--- src/rtl/rxto_pkg.sv ---
package rxto_pkg;
  typedef enum logic {
    CT_IDLE = 1'b0,
    CT_RUN  = 1'b1
  } ct_state_e;

  function automatic logic reload_event(input logic mode_ok, input logic push,
                                        input logic pop, input logic last_one);
    return mode_ok && (push || (pop && last_one));
  endfunction
endpackage

--- src/rtl/rxto_regs.sv ---
module rxto_regs #(
  parameter int PERIOD_W = 16,
  parameter int TICK_W   = 8,
  parameter int BYTE_W   = 8,
  parameter int ADDR_W   = 2
) (
  input  logic                clk,
  input  logic                rst_n,
  input  logic                wr,
  input  logic [ADDR_W-1:0]   addr,
  input  logic [BYTE_W-1:0]   wdata,
  output logic [BYTE_W-1:0]   rdata,
  output logic [PERIOD_W-1:0] period,
  output logic [TICK_W-1:0]   tick_period
);
  localparam int NBYTES    = PERIOD_W / BYTE_W;
  localparam int TICK_ADDR = NBYTES;

  logic [PERIOD_W-1:0] period_q;
  logic [TICK_W-1:0]   tick_q;

  for (genvar b = 0; b < NBYTES; b++) begin : g_byte
    always_ff @(posedge clk) begin
      if (!rst_n)
        period_q[b*BYTE_W +: BYTE_W] <= '0;
      else if (wr && addr == ADDR_W'(b))
        period_q[b*BYTE_W +: BYTE_W] <= wdata;
    end

    a_r1_byte_write : assert property (@(posedge clk) disable iff (!rst_n)
      (wr && addr == ADDR_W'(b)) |=> period_q[b*BYTE_W +: BYTE_W] == $past(wdata));
  end

  always_ff @(posedge clk) begin
    if (!rst_n)
      tick_q <= '0;
    else if (wr && addr == ADDR_W'(TICK_ADDR))
      tick_q <= wdata[TICK_W-1:0];
  end

  always_comb begin
    rdata = '0;
    for (int b = 0; b < NBYTES; b++)
      if (addr == ADDR_W'(b)) rdata = period_q[b*BYTE_W +: BYTE_W];
    if (addr == ADDR_W'(TICK_ADDR)) rdata[TICK_W-1:0] = tick_q;
  end

  assign period      = period_q;
  assign tick_period = tick_q;

  a_r1_tick_hold : assert property (@(posedge clk) disable iff (!rst_n)
    !(wr && addr == ADDR_W'(TICK_ADDR)) |=> $stable(tick_q));
endmodule

--- src/rtl/rxto_prescaler.sv ---
module rxto_prescaler #(
  parameter int TICK_W = 8
) (
  input  logic              clk,
  input  logic              rst_n,
  input  logic              enable,
  input  logic [TICK_W-1:0] tick_period,
  output logic              tick
);
  logic [TICK_W-1:0] cnt_q;

  assign tick = enable && (cnt_q == '0);

  always_ff @(posedge clk) begin
    if (!rst_n)
      cnt_q <= '0;
    else if (!enable || tick)
      cnt_q <= tick_period;
    else
      cnt_q <= cnt_q - TICK_W'(1);
  end

  a_r5_tick_spacing : assert property (@(posedge clk) disable iff (!rst_n)
    (tick && tick_period != '0) |=> !tick);
  a_r2_quiet_off : assert property (@(posedge clk) disable iff (!rst_n)
    !enable |=> (cnt_q == $past(tick_period)));
endmodule

--- src/rtl/rxto_counter.sv ---
module rxto_counter
  import rxto_pkg::*;
#(
  parameter int PERIOD_W = 16
) (
  input  logic                clk,
  input  logic                rst_n,
  input  logic                enable,
  input  logic                reload,
  input  logic                tick,
  input  logic                ack,
  input  logic [PERIOD_W-1:0] period,
  output logic                irq
);
  ct_state_e           state_q;
  logic [PERIOD_W-1:0] cnt_q;
  logic                irq_q;
  logic                expire;

  assign expire = (state_q == CT_RUN) && tick && !reload && (cnt_q == PERIOD_W'(1));

  always_ff @(posedge clk) begin
    if (!rst_n || !enable) begin
      state_q <= CT_IDLE;
      cnt_q   <= '0;
    end else if (reload) begin
      cnt_q   <= period;
      state_q <= (period == '0) ? CT_IDLE : CT_RUN;
    end else if (state_q == CT_RUN && tick) begin
      cnt_q <= cnt_q - PERIOD_W'(1);
      if (cnt_q == PERIOD_W'(1)) state_q <= CT_IDLE;
    end
  end

  always_ff @(posedge clk) begin
    if (!rst_n || !enable)
      irq_q <= 1'b0;
    else if (expire)
      irq_q <= 1'b1;
    else if (ack)
      irq_q <= 1'b0;
  end

  assign irq = irq_q;

  a_r2_no_irq_off : assert property (@(posedge clk) disable iff (!rst_n)
    !enable |=> !irq_q);
  a_r7_irq_sticky : assert property (@(posedge clk) disable iff (!rst_n)
    (irq_q && !ack && enable) |=> irq_q);
  a_r7_no_reraise : assert property (@(posedge clk) disable iff (!rst_n)
    (state_q == CT_IDLE && !reload) |=> !$rose(irq_q));
  a_r9_zero_disarms : assert property (@(posedge clk) disable iff (!rst_n)
    (enable && reload && period == '0) |=> state_q == CT_IDLE);
  a_r8_reload_wins : assert property (@(posedge clk) disable iff (!rst_n)
    (enable && reload && tick) |=> cnt_q == $past(period));
endmodule

--- src/rtl/rxto_timer.sv ---
module rxto_timer
  import rxto_pkg::*;
#(
  parameter int PERIOD_W = 16,
  parameter int TICK_W   = 8,
  parameter int BYTE_W   = 8,
  parameter int ADDR_W   = 2
) (
  input  logic              clk,
  input  logic              rst_n,
  input  logic              reg_wr,
  input  logic [ADDR_W-1:0] reg_addr,
  input  logic [BYTE_W-1:0] reg_wdata,
  output logic [BYTE_W-1:0] reg_rdata,
  input  logic              async_mode,
  input  logic              rx_push,
  input  logic              host_pop,
  input  logic              fifo_one_left,
  input  logic              irq_ack,
  output logic              rx_irq
);
  logic [PERIOD_W-1:0] period;
  logic [TICK_W-1:0]   tick_period;
  logic                tick;
  logic                reload;

  assign reload = reload_event(async_mode, rx_push, host_pop, fifo_one_left);

  rxto_regs #(
    .PERIOD_W(PERIOD_W), .TICK_W(TICK_W), .BYTE_W(BYTE_W), .ADDR_W(ADDR_W)
  ) u_regs (
    .clk        (clk),
    .rst_n      (rst_n),
    .wr         (reg_wr),
    .addr       (reg_addr),
    .wdata      (reg_wdata),
    .rdata      (reg_rdata),
    .period     (period),
    .tick_period(tick_period)
  );

  rxto_prescaler #(.TICK_W(TICK_W)) u_presc (
    .clk        (clk),
    .rst_n      (rst_n),
    .enable     (async_mode),
    .tick_period(tick_period),
    .tick       (tick)
  );

  rxto_counter #(.PERIOD_W(PERIOD_W)) u_cnt (
    .clk   (clk),
    .rst_n (rst_n),
    .enable(async_mode),
    .reload(reload),
    .tick  (tick),
    .ack   (irq_ack),
    .period(period),
    .irq   (rx_irq)
  );

  a_r4_pop_gated : assert property (@(posedge clk) disable iff (!rst_n)
    (host_pop && !fifo_one_left && !rx_push) |-> !reload);
endmodule

--- config.mk ---
export PLATFORM = sky130hd
export DESIGN_NAME = rxto_timer
export DESIGN_NICKNAME = d
export VERILOG_FILES = /design/src/rtl/rxto_pkg.sv /design/src/rtl/rxto_regs.sv /design/src/rtl/rxto_prescaler.sv /design/src/rtl/rxto_counter.sv /design/src/rtl/rxto_timer.sv
export SDC_FILE = /design/constraint.sdc
export NUM_CORES = 1
export LEC_CHECK = 0
export ABC_AREA = 1
export BUFFER_PORTS_ARGS = -buffer_cell sky130_fd_sc_hd__clkbuf_2
export CAP_MARGIN = 20
export CORE_MARGIN = 3
export CORE_UTILIZATION = 59
export CTS_CLUSTER_DIAMETER = 200
export DETAILED_ROUTE_END_ITERATION = 12
export PLACE_DENSITY = 0.8
export RECOVER_POWER = 25
export SLEW_MARGIN = 30
export SYNTH_ARGS = -nofsm -noshare
export SYNTH_HDL_FRONTEND = slang
export SYNTH_SLANG_ARGS = --single-unit
export TNS_END_PERCENT = 100
--- constraint.sdc ---
create_clock -name clk -period 1.7 [get_ports clk]
set_input_delay 0 -clock clk [delete_from_list [all_inputs] [get_ports clk]]
set_output_delay 0 -clock clk [all_outputs]
set_load 0.03 [all_outputs]
==> results of run 1 <==
-- state kept, by name, indices dropped and copies added (netlist names) --
name,cells
u_cnt.irq,1
u_presc.cnt_q,8
u_cnt.state_q,1
u_cnt.cnt_q,16
u_regs.tick_period,8
u_regs.period,16
-- cell usage in the layout, fill, tap and decap left out --
master | netlist | routed
a21oi_1 | 46 | 46
a21oi_2 | 3 | 3
a22oi_1 | 1 | 1
and2_1 | 1 | 1
buf_4 | 4 | 5
bufinv_16 | 0 | 1
clkbuf_1 | 2 | 5
clkbuf_2 | 0 | 22
clkbuf_8 | 0 | 6
dfxtp_1 | 50 | 50
dlygate4sd3_1 | 0 | 6
ha_1 | 4 | 4
inv_1 | 58 | 58
inv_2 | 2 | 2
nand2_1 | 110 | 111
nand2_2 | 5 | 4
nand3_1 | 31 | 31
nand3_2 | 2 | 2
nand3b_1 | 2 | 2
nand4_1 | 6 | 6
nor2_1 | 39 | 40
nor2_2 | 5 | 5
nor2_4 | 4 | 3
o211ai_1 | 8 | 8
o21ai_0 | 30 | 30
xnor2_1 | 2 | 2
xor2_1 | 5 | 5
-- layer usage --
layer / vias to the layer above / wire length (um) / track usage (%)
met5: - / 0 / 0
met4: 0 / 162 / 9.881
met3: 15 / 368 / 4.539
met2: 77 / 3185 / 41.49
met1: 1229 / 3197 / 35.48
li1: 1435 / - / -
-- through the flow --
| stage | cells | hold slack (ns) | utilization, % |
|---|---|---|---|
| 2_1_floorplan | 428 | 0.1442 | - |
| 3_3_place_gp | 498 | 0.2933 | 66.00 |
| 5_1_grt | 511 | 0.02800 | 69.44 |
| 3_5_place_dp | 498 | 0.2943 | 66.00 |
| 4_1_cts | 511 | 0.005446 | 69.85 |
| 6_report | 511 | 0.01363 | 69.44 |
-- synth_stat cells --
master | n | area, sq um
o21ai_0 | 30 | 150.1
nand2_2 | 5 | 31.28
a22oi_1 | 1 | 7.510
xor2_1 | 5 | 43.79
nor2_4 | 4 | 45.04
and2_1 | 1 | 6.260
nand3_2 | 2 | 20.02
nor2_2 | 5 | 31.28
clkbuf_1 | 2 | 7.510
buf_4 | 4 | 30.03
a21oi_1 | 46 | 230.2
nand2_1 | 110 | 412.9
xnor2_1 | 2 | 17.52
buf_6 | 1 | 11.26
inv_1 | 58 | 217.7
ha_1 | 4 | 50.05
o211ai_1 | 8 | 60.06
a21oi_2 | 3 | 26.28
nor2_1 | 39 | 146.4
buf_2 | 7 | 35.03
nand3_1 | 31 | 155.2
inv_2 | 2 | 7.510
dfxtp_1 | 50 | 1001
nand3b_1 | 2 | 15.01
nand4_1 | 6 | 37.54
-- power by group --
group / internal (W) / total, W / leakage [nW] / switching (W)
sequential: 0.00124 / 0.00129 / 0.408 / 0.0000528
combinational: 0.000213 / 0.000596 / 0.899 / 0.000383
clock: 0.000471 / 0.000866 / 0.0573 / 0.000395
total: 0.00192 / 0.00275 / 1.36 / 0.000831
-- timing repair --
| item | 4_1_cts | 5_1_grt |
|---|---|---|
| endpoints found under the hold margin | 6 | 0 |
| hold buffers | 6 | 0 |
| setup endpoints to repair | 0 | 1 |
-- cell type report --
class                           count  share of cell area, %
Multi-Input combinational cell    304                  47.52
Clock inverter                      1                 0.9666
Tap cell                           52                  2.094
Timing Repair Buffer               38                  7.290
Sequential cell                    50                  32.22
Inverter                           60                  7.249
Clock buffer                        6                  2.658
-- cell families after synthesis --
logic type	Yosys count	synth area share, %
and+or+nand+nor	205	32.21
xor gates and xnor gates	7	2.192
buffers and inverters	74	11.05
AOI/OAI and AO/OA	88	16.96
adders and majority gates	4	1.790
DFF	50	35.79
-- worst min-delay path by stage --
stage | end | depth (start not counted)
after floorplan | u_cnt.state_q | 2
after global placement | u_cnt.irq | 4
after detailed placement | u_regs.tick_period[7] | 3
after CTS | u_regs.tick_period[0] | 3
after global routing | u_regs.tick_period[5] | 3
final | u_regs.tick_period[5] | 3
-- worst reg2reg max path, cell delays in order (launching register included) --
cell	delay (ns)
dfxtp_1	0.35
inv_1	0.09
ha_1	0.20
nand3_1	0.12
nor2_4	0.06
nor2_1	0.24
buf_4	0.21
o21ai_0	0.10
a21oi_1	0.14
==> impl_summary.txt, run 1 <==
----------------------------------------------------
[Hold path]
  Startpoint of the tightest hold check path ... reg_wdata[5]
  Hold crit path type ... primary input to register

[STA]
  Final critical-path required period ... 1.564 ns
  PnR worst setup slack ... 0.1356 ns
  Highest attainable clock frequency ... 639.2 MHz
  Relative slew margins ... 52.71%
  Final count of pins violating max slew ... 0
  Final setup fails ... 0
  Final-report hold violation count ... 0
  Worst slew pin tran ... 0.7076 ns
  RSZ-0062 raised after global routing ... false
  Post-route setup TNS ... 0 ns
  Final setup skew ... 0.004583 ns
  Final clock period utilization by the worst path ... 92.03%

[Setup path]
  Critical Path Start Type ... register
  Data required, critical path ... 1.94 ns
  Setup Crit Path Kind ... register to register
  Endpoint of the most critical register-to-register path ... u_presc.cnt_q[2]
  Critical path depth ... 8
  Length in cells of the worst reg-to-reg path ... 8
  Largest fanout on the critical path ... 9
  Worst path slowest cell ... dfxtp_1
  Sum of buffers and inverters on the critical path ... 2
  Family of cells with the greatest summed delay on the critical path ... simple AND/OR/NAND/NOR gates
  Worst setup path startpoint ... u_presc.cnt_q[0]
  Data arrival time of the critical path ... 1.80 ns
  Register-to-register setup slack ... 0.14 ns
  Sort of element at the end of the critical path ... register
  Setup crit end ... u_presc.cnt_q[2]
  Slowest cell delay on critical path ... 0.35 ns
  Critical R2R Launch ... u_presc.cnt_q[0]
  CP Cell Sequence ... inv_1 > ha_1 > nand3_1 > nor2_4 > nor2_1 > buf_4 > o21ai_0 > a21oi_1

[Global routing]
  Initial antenna violation count ... 0
  Congestion Overflow GR ... 0
  First-pass GRT wire length ... 11.27 mm
  Maximum number of pins on one net before global-route repair ... 28
  Number of global-route vias before repair ... 2475
  Combined global-route utilization of all metal layers ... 26.13%

[Routing]
  Final wirelength ... 6.913 mm
  Number of design rule violations left after detail routing ... 0
  Number of DRC markers after the initial detailed-route iteration ... 250
  Avg WL per Cell ... 13.53 um
  Remaining number of nets flagged by the antenna check after routing ... 0
  Initial DRT Pass Iterations ... 4
  Total number of vias ... 2756
  Vias per cell ... 5.393

[Synthesis]
  Share of synthesized area occupied by flip-flops and latches ... 35.79%
  Synth cell types ... 25
  Post-Syn Nets ... 450
  Synthesized flop and latch total ... 50
  Number of standard cells after synthesis ... 428
  Synthesized area per cell ... 6.534 sq um
  Netlist Area Pre-Place ... 0.002796 sq mm
  Yosys Warn Count ... 0

[Floorplanning]
  Initial core utilization ... 62.50%
  Std-Cell Rows ... 24
  Height of the die ... 74.85 um
  Placeable core region ... 0.004474 sq mm
  Die Outline Area ... 0.005602 sq mm
  Die span in x ... 74.85 um
  IO Pins ... 27

[Placement]
  Number of I/O port buffers ... 26
  Setup Slack @ Placement ... 0.1680 ns
  RePlAce Congestion ... 0.9360
  Final HPWL from detailed placement ... 5.042 mm
  Post-DP Area ... 0.002953 sq mm

[Final layout]
  Area Growth Syn to Fin ... 11.10%
  Count of filler cells inserted in the layout ... 402
  Post-layout net count ... 481
  Number of antenna repair diodes ... 0
  Area of all placed cells without fillers ... 0.003107 sq mm
  Footprint of the flip-flops and latches ... 0.001001 sq mm
  Area taken by multi-input logic gates ... 0.001476 sq mm
  Layout cell share with drive strength beyond 1 ... 11.55%

[Clock network]
  Root Buffer ... clkbuf_8
  Clock Sinks ... 50
  Later-pin clock latency in the skew report ... 0.30 ns
  Level count of the clock H-tree ... 2
  Clock tree from TritonCTS ... done
  Setup Fix Bufs, Post-CTS ... 0
  Clock input transition at the sequential cells of the worst setup and hold paths ... 0.09 ns
  Quantity of gates resized following cts ... 0
  Inserted Clock Buffers ... 5
  Clock Tree Buf Depth ... 2

[Power and ir drop]
  Power per standard cell area ... 885.6 mW/mm^2
  Pleak ... 1.364 nW
  Overall power consumption ... 0.002751 W
  Worst IR drop on VDD ... 493.5 uV

[Flow run]
  Maximum Capacitance Violations ... 0

[Run status]
  Outcome ... finished, final reports clean

----------------------------------------------------
Power figures use the tool's default switching activity.
==> run 2: changes to the inputs <==
RECOVER_POWER = 100   (was 25)
==> run 2 against run 1 <==
Effect of this change:
- setup slack got worse by 0.0084 ns
- maximum frequency down 0.53%
- worst hold slack about the same
- register-to-register slack about the same
- sequential share of layout area up 0.16 points
- non-clock buffer count did not move
- global-route usage did not move
- core utilization shrank 0.34 points
- combinational power about the same
- die area is the same
- sequential cell count stayed put
==> impl_summary.txt, run 2 (synthesis gave the netlist of run 1 again) <==
----------------------------------------------------
[Run status]
  Outcome ... finished, final reports clean

[Clock network]
  Root Buffer ... clkbuf_8
  Clock Sinks ... 50
  Setup Fix Bufs, Post-CTS ... 0
  Level count of the clock H-tree ... 2
  Clock Tree Buf Depth ... 2
  Inserted Clock Buffers ... 5
  Clock tree from TritonCTS ... done
  Clock input transition at the sequential cells of the worst setup and hold paths ... 0.09 ns
  Quantity of gates resized following cts ... 0
  Later-pin clock latency in the skew report ... 0.30 ns

[Floorplanning]
  Placeable core region ... 0.004474 sq mm
  Die Outline Area ... 0.005602 sq mm
  Die span in x ... 74.85 um
  Initial core utilization ... 62.50%
  Std-Cell Rows ... 24
  Height of the die ... 74.85 um
  IO Pins ... 27

[Placement]
  Setup Slack @ Placement ... 0.1680 ns
  Number of I/O port buffers ... 26
  Placed Cells ... 498
  Final HPWL from detailed placement ... 5.042 mm
  RePlAce Congestion ... 0.9360
  Post-DP Area ... 0.002953 sq mm

[STA]
  Final count of pins violating max slew ... 0
  RSZ-0062 raised after global routing ... false
  Relative slew margins ... 52.13%
  Final critical-path required period ... 1.573 ns
  Final setup fails ... 0
  WHS ... 0.01336 ns
  Worst slew pin tran ... 0.7163 ns
  Final clock period utilization by the worst path ... 92.52%
  Final-report hold violation count ... 0
  Final setup skew ... 0.005417 ns
  Highest attainable clock frequency ... 635.8 MHz
  PnR worst setup slack ... 0.1272 ns
  Post-route setup TNS ... 0 ns

[Final layout]
  Area Growth Syn to Fin ... 10.56%
  Most common library cell in the layout ignoring fill and taps ... nand2_1
  Number of antenna repair diodes ... 0
  Leading cell types in the layout, fill and taps excluded ... 111 x nand2_1, 58 x inv_1, 50 x dfxtp_1
  Area of all placed cells without fillers ... 0.003092 sq mm
  Fin cells ... 511
  Layout cell share with drive strength beyond 1 ... 9.368%
  Post-layout net count ... 481

[Routing]
  Remaining number of nets flagged by the antenna check after routing ... 0
  Vias per cell ... 5.446
  Avg WL per Cell ... 13.52 um
  Total number of vias ... 2783
  Number of DRC markers after the initial detailed-route iteration ... 221
  Final wirelength ... 6.908 mm
  Number of design rule violations left after detail routing ... 0
  Initial DRT Pass Iterations ... 5

[Hold path]
  Hold crit path type ... primary input to register
  Number of stages on the worst hold path ... 3
  Startpoint of the tightest hold check path ... reg_wdata[5]
  Terminating pin of the worst hold path ... u_regs.tick_period[5]

[Power and ir drop]
  Power per standard cell area ... 889.0 mW/mm^2
  Pleak ... 1.330 nW
  Worst IR drop on VDD ... 493.8 uV

[Global routing]
  Number of global-route vias before repair ... 2475
  Maximum number of pins on one net before global-route repair ... 28
  First-pass GRT wire length ... 11.27 mm
  Congestion Overflow GR ... 0
  Initial antenna violation count ... 0
  Combined global-route utilization of all metal layers ... 26.13%

[Setup path]
  Length in cells of the worst reg-to-reg path ... 8
  Worst path slowest cell ... dfxtp_1
  Data required, critical path ... 1.94 ns
  Sort of element at the end of the critical path ... register
  Setup Crit Path Kind ... register to register
  Sum of buffers and inverters on the critical path ... 2
  Slowest cell delay on critical path ... 0.35 ns
  Critical R2R Launch ... u_presc.cnt_q[0]
  Largest fanout on the critical path ... 9
  CP Cell Sequence ... inv_1 > ha_1 > nand3_1 > nor2_4 > nor2_1 > buf_4 > o21ai_0 > a21oi_1
  Critical Path Start Type ... register
  Endpoint of the most critical register-to-register path ... u_presc.cnt_q[2]
  Data arrival time of the critical path ... 1.81 ns
  Critical path depth ... 8
  Register-to-register setup slack ... 0.13 ns
  Family of cells with the greatest summed delay on the critical path ... simple AND/OR/NAND/NOR gates

[Flow run]
  Maximum Capacitance Violations ... 0

----------------------------------------------------
## run 2: cell count changes in the layout (fill, tap and decap cells not counted), sizes merged
cell / change
buf: -1
clkbuf: +1
## run 2: area by class of cell
type	instances	area, sq um
inverters	60	225.2
fillers	412	1383
clock buffers	6	82.58
flip-flops and latches	50	1001
well taps	52	65.06
multi-input cells	304	1476
clock inverters	1	30.03
repair buffers	38	211.5
## run 2: timing repair
item / CTS / global route
endpoints found under the hold margin: 6 / 0
hold buffers: 6 / 0
setup endpoints to repair: 0 / 1
## run 2: routing by layer
metal  wire length [um]  up-vias  track usage, %
li1                   -     1430               -
met2               3172       85           41.49
met4                160        0           9.881
met1               3226     1252           35.48
met3                349       16           4.539
met5                  0        -               0
## run 2: how the worst max path moves through the flow
stage | startpoint | to | slack (ns)
floorplan | u_presc.cnt_q[0] | u_cnt.cnt_q[14] | 0.34
global placement | u_presc.cnt_q[0] | u_presc.cnt_q[2] | 0.18
detailed placement | u_presc.cnt_q[0] | u_presc.cnt_q[2] | 0.17
CTS | u_presc.cnt_q[0] | u_presc.cnt_q[2] | 0.15
global route | u_presc.cnt_q[0] | u_presc.cnt_q[2] | 0.01
finish | u_presc.cnt_q[0] | u_presc.cnt_q[2] | 0.13
## run 2: per-stage QoR
step | power (W) | utilization [%]
after CTS | 0.002753 | 69.85
after global placement | 0.001887 | 66.00
after detailed placement | 0.001897 | 66.00
final | 0.002749 | 69.10
after floorplan | 0.001760 | -
after global routing | 0.002880 | 69.10
## run 2: report_power, final
| part | total [W] | switching [W] | internal (W) |
|---|---|---|---|
| Combinational | 0.000594 | 0.000384 | 0.000210 |
| Sequential | 0.00129 | 0.0000527 | 0.00124 |
| Clock | 0.000866 | 0.000394 | 0.000471 |
| Total | 0.00275 | 0.000831 | 0.00192 |
## run 2: tightest hold or removal path, cell delays in order
cell,delay [ns]
clkbuf_2,0.11
nand3_1,0.09
a21oi_1,0.07
==> run 3: changes to the inputs <==
PLACE_DENSITY = 0.79   (was 0.8)
SYNTH_HIERARCHICAL = 1   (was default)
==> run 3 against run 2 <==
Effect of this change:
- global-route usage grew 0.72 points
- register-to-register slack lost 0.02 ns
- die area grew 6.6%
- worst hold slack gained 0.20 ns
- largest power group unchanged
==> impl_summary.txt, run 3 <==
----------------------------------------------------
[Setup path]
  Setup Crit Path Kind ... register to register
  Data required, critical path ... 1.94 ns
  Largest fanout on the critical path ... 6
  Critical R2R Launch ... u_presc/cnt_q[1]
  Slowest cell delay on critical path ... 0.34 ns
  Critical Path Start Type ... register
  Sort of element at the end of the critical path ... register
  Register-to-register setup slack ... 0.10 ns
  Worst path slowest cell ... dfxtp_2
  Data arrival time of the critical path ... 1.84 ns
  Length in cells of the worst reg-to-reg path ... 11
  Endpoint of the most critical register-to-register path ... u_cnt/cnt_q[11]
  CP Cell Sequence ... inv_2 > ha_4 > nand3_2 > inv_2 > nand2_4 > nor2_4 > nand2_2 > nor2_4 > clkbuf_2 > nand2_1 > a21oi_2

[Flow run]
  Maximum Capacitance Violations ... 0

[Synthesis]
  List of most frequent post-synthesis cells ... 148 x nand2_1, 88 x nor2_1, 72 x inv_1
  Netlist Area Pre-Place ... 0.002997 sq mm
  Area share of the leading cell type in the synthesized netlist ... 33.40%
  Xor and xnor area share after synthesis ... 2.296%
  Synthesized-area fraction occupied by adder cells ... 1.670%
  Synthesized area per cell ... 6.091 sq um
  Cell accounting for the most synthesized area ... dfxtp_1
  Post-Syn Nets ... 514
  Number of standard cells after synthesis ... 492
  Post-synthesis mux area share ... 0%
  Synth cell types ... 31
  Share of synthesized area occupied by flip-flops and latches ... 33.40%
  Fraction of synthesis flops using an asynchronous set or reset pin ... 0%
  Area fraction in compound gates after synthesis ... 8.058%
  Leading post-synthesis cells by cell area ... dfxtp_1 33%, nand2_1 19%, nor2_1 11%
  Most instantiated library cell after synthesis ... nand2_1
  Largest family of logic cells by synthesized area ... simple AND/OR/NAND/NOR gates
  Yosys Warn Count ... 6
  Most instantiated flip-flop cell in the synthesis netlist ... dfxtp_1
  Number of enable flip-flop cells after synthesis ... 0
  Synthesized flop and latch total ... 50
  Post-Synth Simple-Gate Area ... 42.51%

[Power and ir drop]
  Overall power consumption ... 0.002853 W
  Pleak ... 1.661 nW
  Power per standard cell area ... 828.5 mW/mm^2
  Worst IR drop on VDD ... 459.0 uV

[STA]
  Relative slew margins ... 49.22%
  Final-report hold violation count ... 0
  Final setup fails ... 0
  Final count of pins violating max slew ... 0
  Post-route setup TNS ... 0 ns
  RSZ-0062 raised after global routing ... false
  Final clock period utilization by the worst path ... 93.95%
  WHS ... 0.2155 ns
  Highest attainable clock frequency ... 626.1 MHz
  Worst slew pin tran ... 0.7617 ns
  Final setup skew ... 0.006267 ns
  Final critical-path required period ... 1.597 ns

[Final layout]
  Post-layout net count ... 554
  Area taken by multi-input logic gates ... 0.001662 sq mm
  Leading cell types in the layout, fill and taps excluded ... 147 x nand2_1, 87 x nor2_1, 69 x inv_1
  Most common library cell in the layout ignoring fill and taps ... nand2_1
  Footprint of the flip-flops and latches ... 0.001006 sq mm
  Area Growth Syn to Fin ... 14.91%
  Count of filler cells inserted in the layout ... 468
  Fin cells ... 600
  Number of antenna repair diodes ... 0
  Layout cell share with drive strength beyond 1 ... 12.38%

[Floorplanning]
  Die Outline Area ... 0.005970 sq mm
  IO Pins ... 27
  Die span in x ... 77.27 um
  Std-Cell Rows ... 25
  Placeable core region ... 0.004817 sq mm
  Height of the die ... 77.27 um
  Initial core utilization ... 62.21%

[Routing]
  Total number of vias ... 3091
  Number of DRC markers after the initial detailed-route iteration ... 344
  Initial DRT Pass Iterations ... 5
  Vias per cell ... 5.152
  Avg WL per Cell ... 12.88 um
  Number of design rule violations left after detail routing ... 0
  Remaining number of nets flagged by the antenna check after routing ... 0
  Final wirelength ... 7.727 mm

[Clock network]
  Clock Sinks ... 50
  Clock input transition at the sequential cells of the worst setup and hold paths ... 0.09 ns
  Root Buffer ... clkbuf_8
  Level count of the clock H-tree ... 2
  Inserted Clock Buffers ... 5
  Later-pin clock latency in the skew report ... 0.30 ns
  Clock tree from TritonCTS ... done
  Clock Tree Buf Depth ... 2

[Run status]
  Outcome ... finished, final reports clean

[Global routing]
  Initial antenna violation count ... 0
  Number of global-route vias before repair ... 2873
  Maximum number of pins on one net before global-route repair ... 33
  First-pass GRT wire length ... 13.15 mm
  Combined global-route utilization of all metal layers ... 26.85%
  Congestion Overflow GR ... 0

[Placement]
  Final HPWL from detailed placement ... 5.429 mm
  Number of I/O port buffers ... 26
  Placed Cells ... 579
  RePlAce Congestion ... 0.9200

[Hold path]
  Startpoint of the tightest hold check path ... async_mode
  Number of stages on the worst hold path ... 4
  Hold crit path type ... primary input to register
  Terminating pin of the worst hold path ... u_presc/cnt_q[7]

----------------------------------------------------
## run 3: kinds of logic after synthesis
family	after synthesis
and+or+nand+nor	298
buffers and inverters	91
DFF	50
AOI/OAI and AO/OA	42
xor gates and xnor gates	7
adders and majority gates	4
## run 3: where the power goes
part	internal, W	total [W]	switching [W]
sequential	0.00124	0.00131	0.0000719
combinational	0.000270	0.000714	0.000444
clock	0.000441	0.000827	0.000386
total	0.00195	0.00285	0.000902
## run 3: final cells by class
type,instances,share of cell area (%)
multi-input combinational,351,48.26
clock buffer,7,2.217
tap,67,2.435
clock inverter,1,0.8721
timing repair buffer,47,8.612
sequential,50,29.21
inverter,77,8.394
## run 3: worst max path at each step
stage	from	slack (ns)	endpoint
after global placement	u_presc/cnt_q[1]	0.06	u_cnt/cnt_q[11]
after floorplan	u_presc/cnt_q[0]	0.12	u_cnt/cnt_q[10]
after detailed placement	u_presc/cnt_q[1]	-0.03	u_cnt/cnt_q[9]
after global routing	u_presc/cnt_q[1]	0.02	u_cnt/cnt_q[11]
after CTS	u_presc/cnt_q[1]	0.03	u_cnt/cnt_q[5]
final	u_presc/cnt_q[1]	0.10	u_cnt/cnt_q[11]
## run 3: critical path, delay by kind of cell (launching register included)
family / cells / cell delay, ns
and+or+nand+nor: 6 / 0.61
DFF: 1 / 0.34
adders and majority gates: 1 / 0.13
AOI/OAI and AO/OA: 1 / 0.10
buffers and inverters: 3 / 0.35
## run 3: what timing repair did
action | 4_1_cts | 5_1_grt
pin swaps | 0 | 7
endpoints found under the hold margin | 17 | 0
gates resized for setup | 2 | 23
setup buffers | 0 | 3
gates cloned | 0 | 1
hold buffers | 9 | 0
setup endpoints to repair | 9 | 14
## run 3: per-layer routing
metal / GRT usage (%) / up-vias / share of wire, %
li1: - / 1573 / -
met1: 36.67 / 1391 / 45
met2: 43.09 / 114 / 47
met3: 4.225 / 13 / 6.8
met4: 8.897 / 0 / 1.4
met5: 0 / - / 0
## run 3: metrics by stage
stage	utilization (%)	instance area, sq um	setup WS [ns]
floorplan	-	2997	0.1156
global placement	66.39	3198	0.05826
detailed placement	66.39	3198	-0.03088
CTS	70.57	3400	0.02865
global route	71.48	3443	0.01510
finish	71.48	3443	0.1028
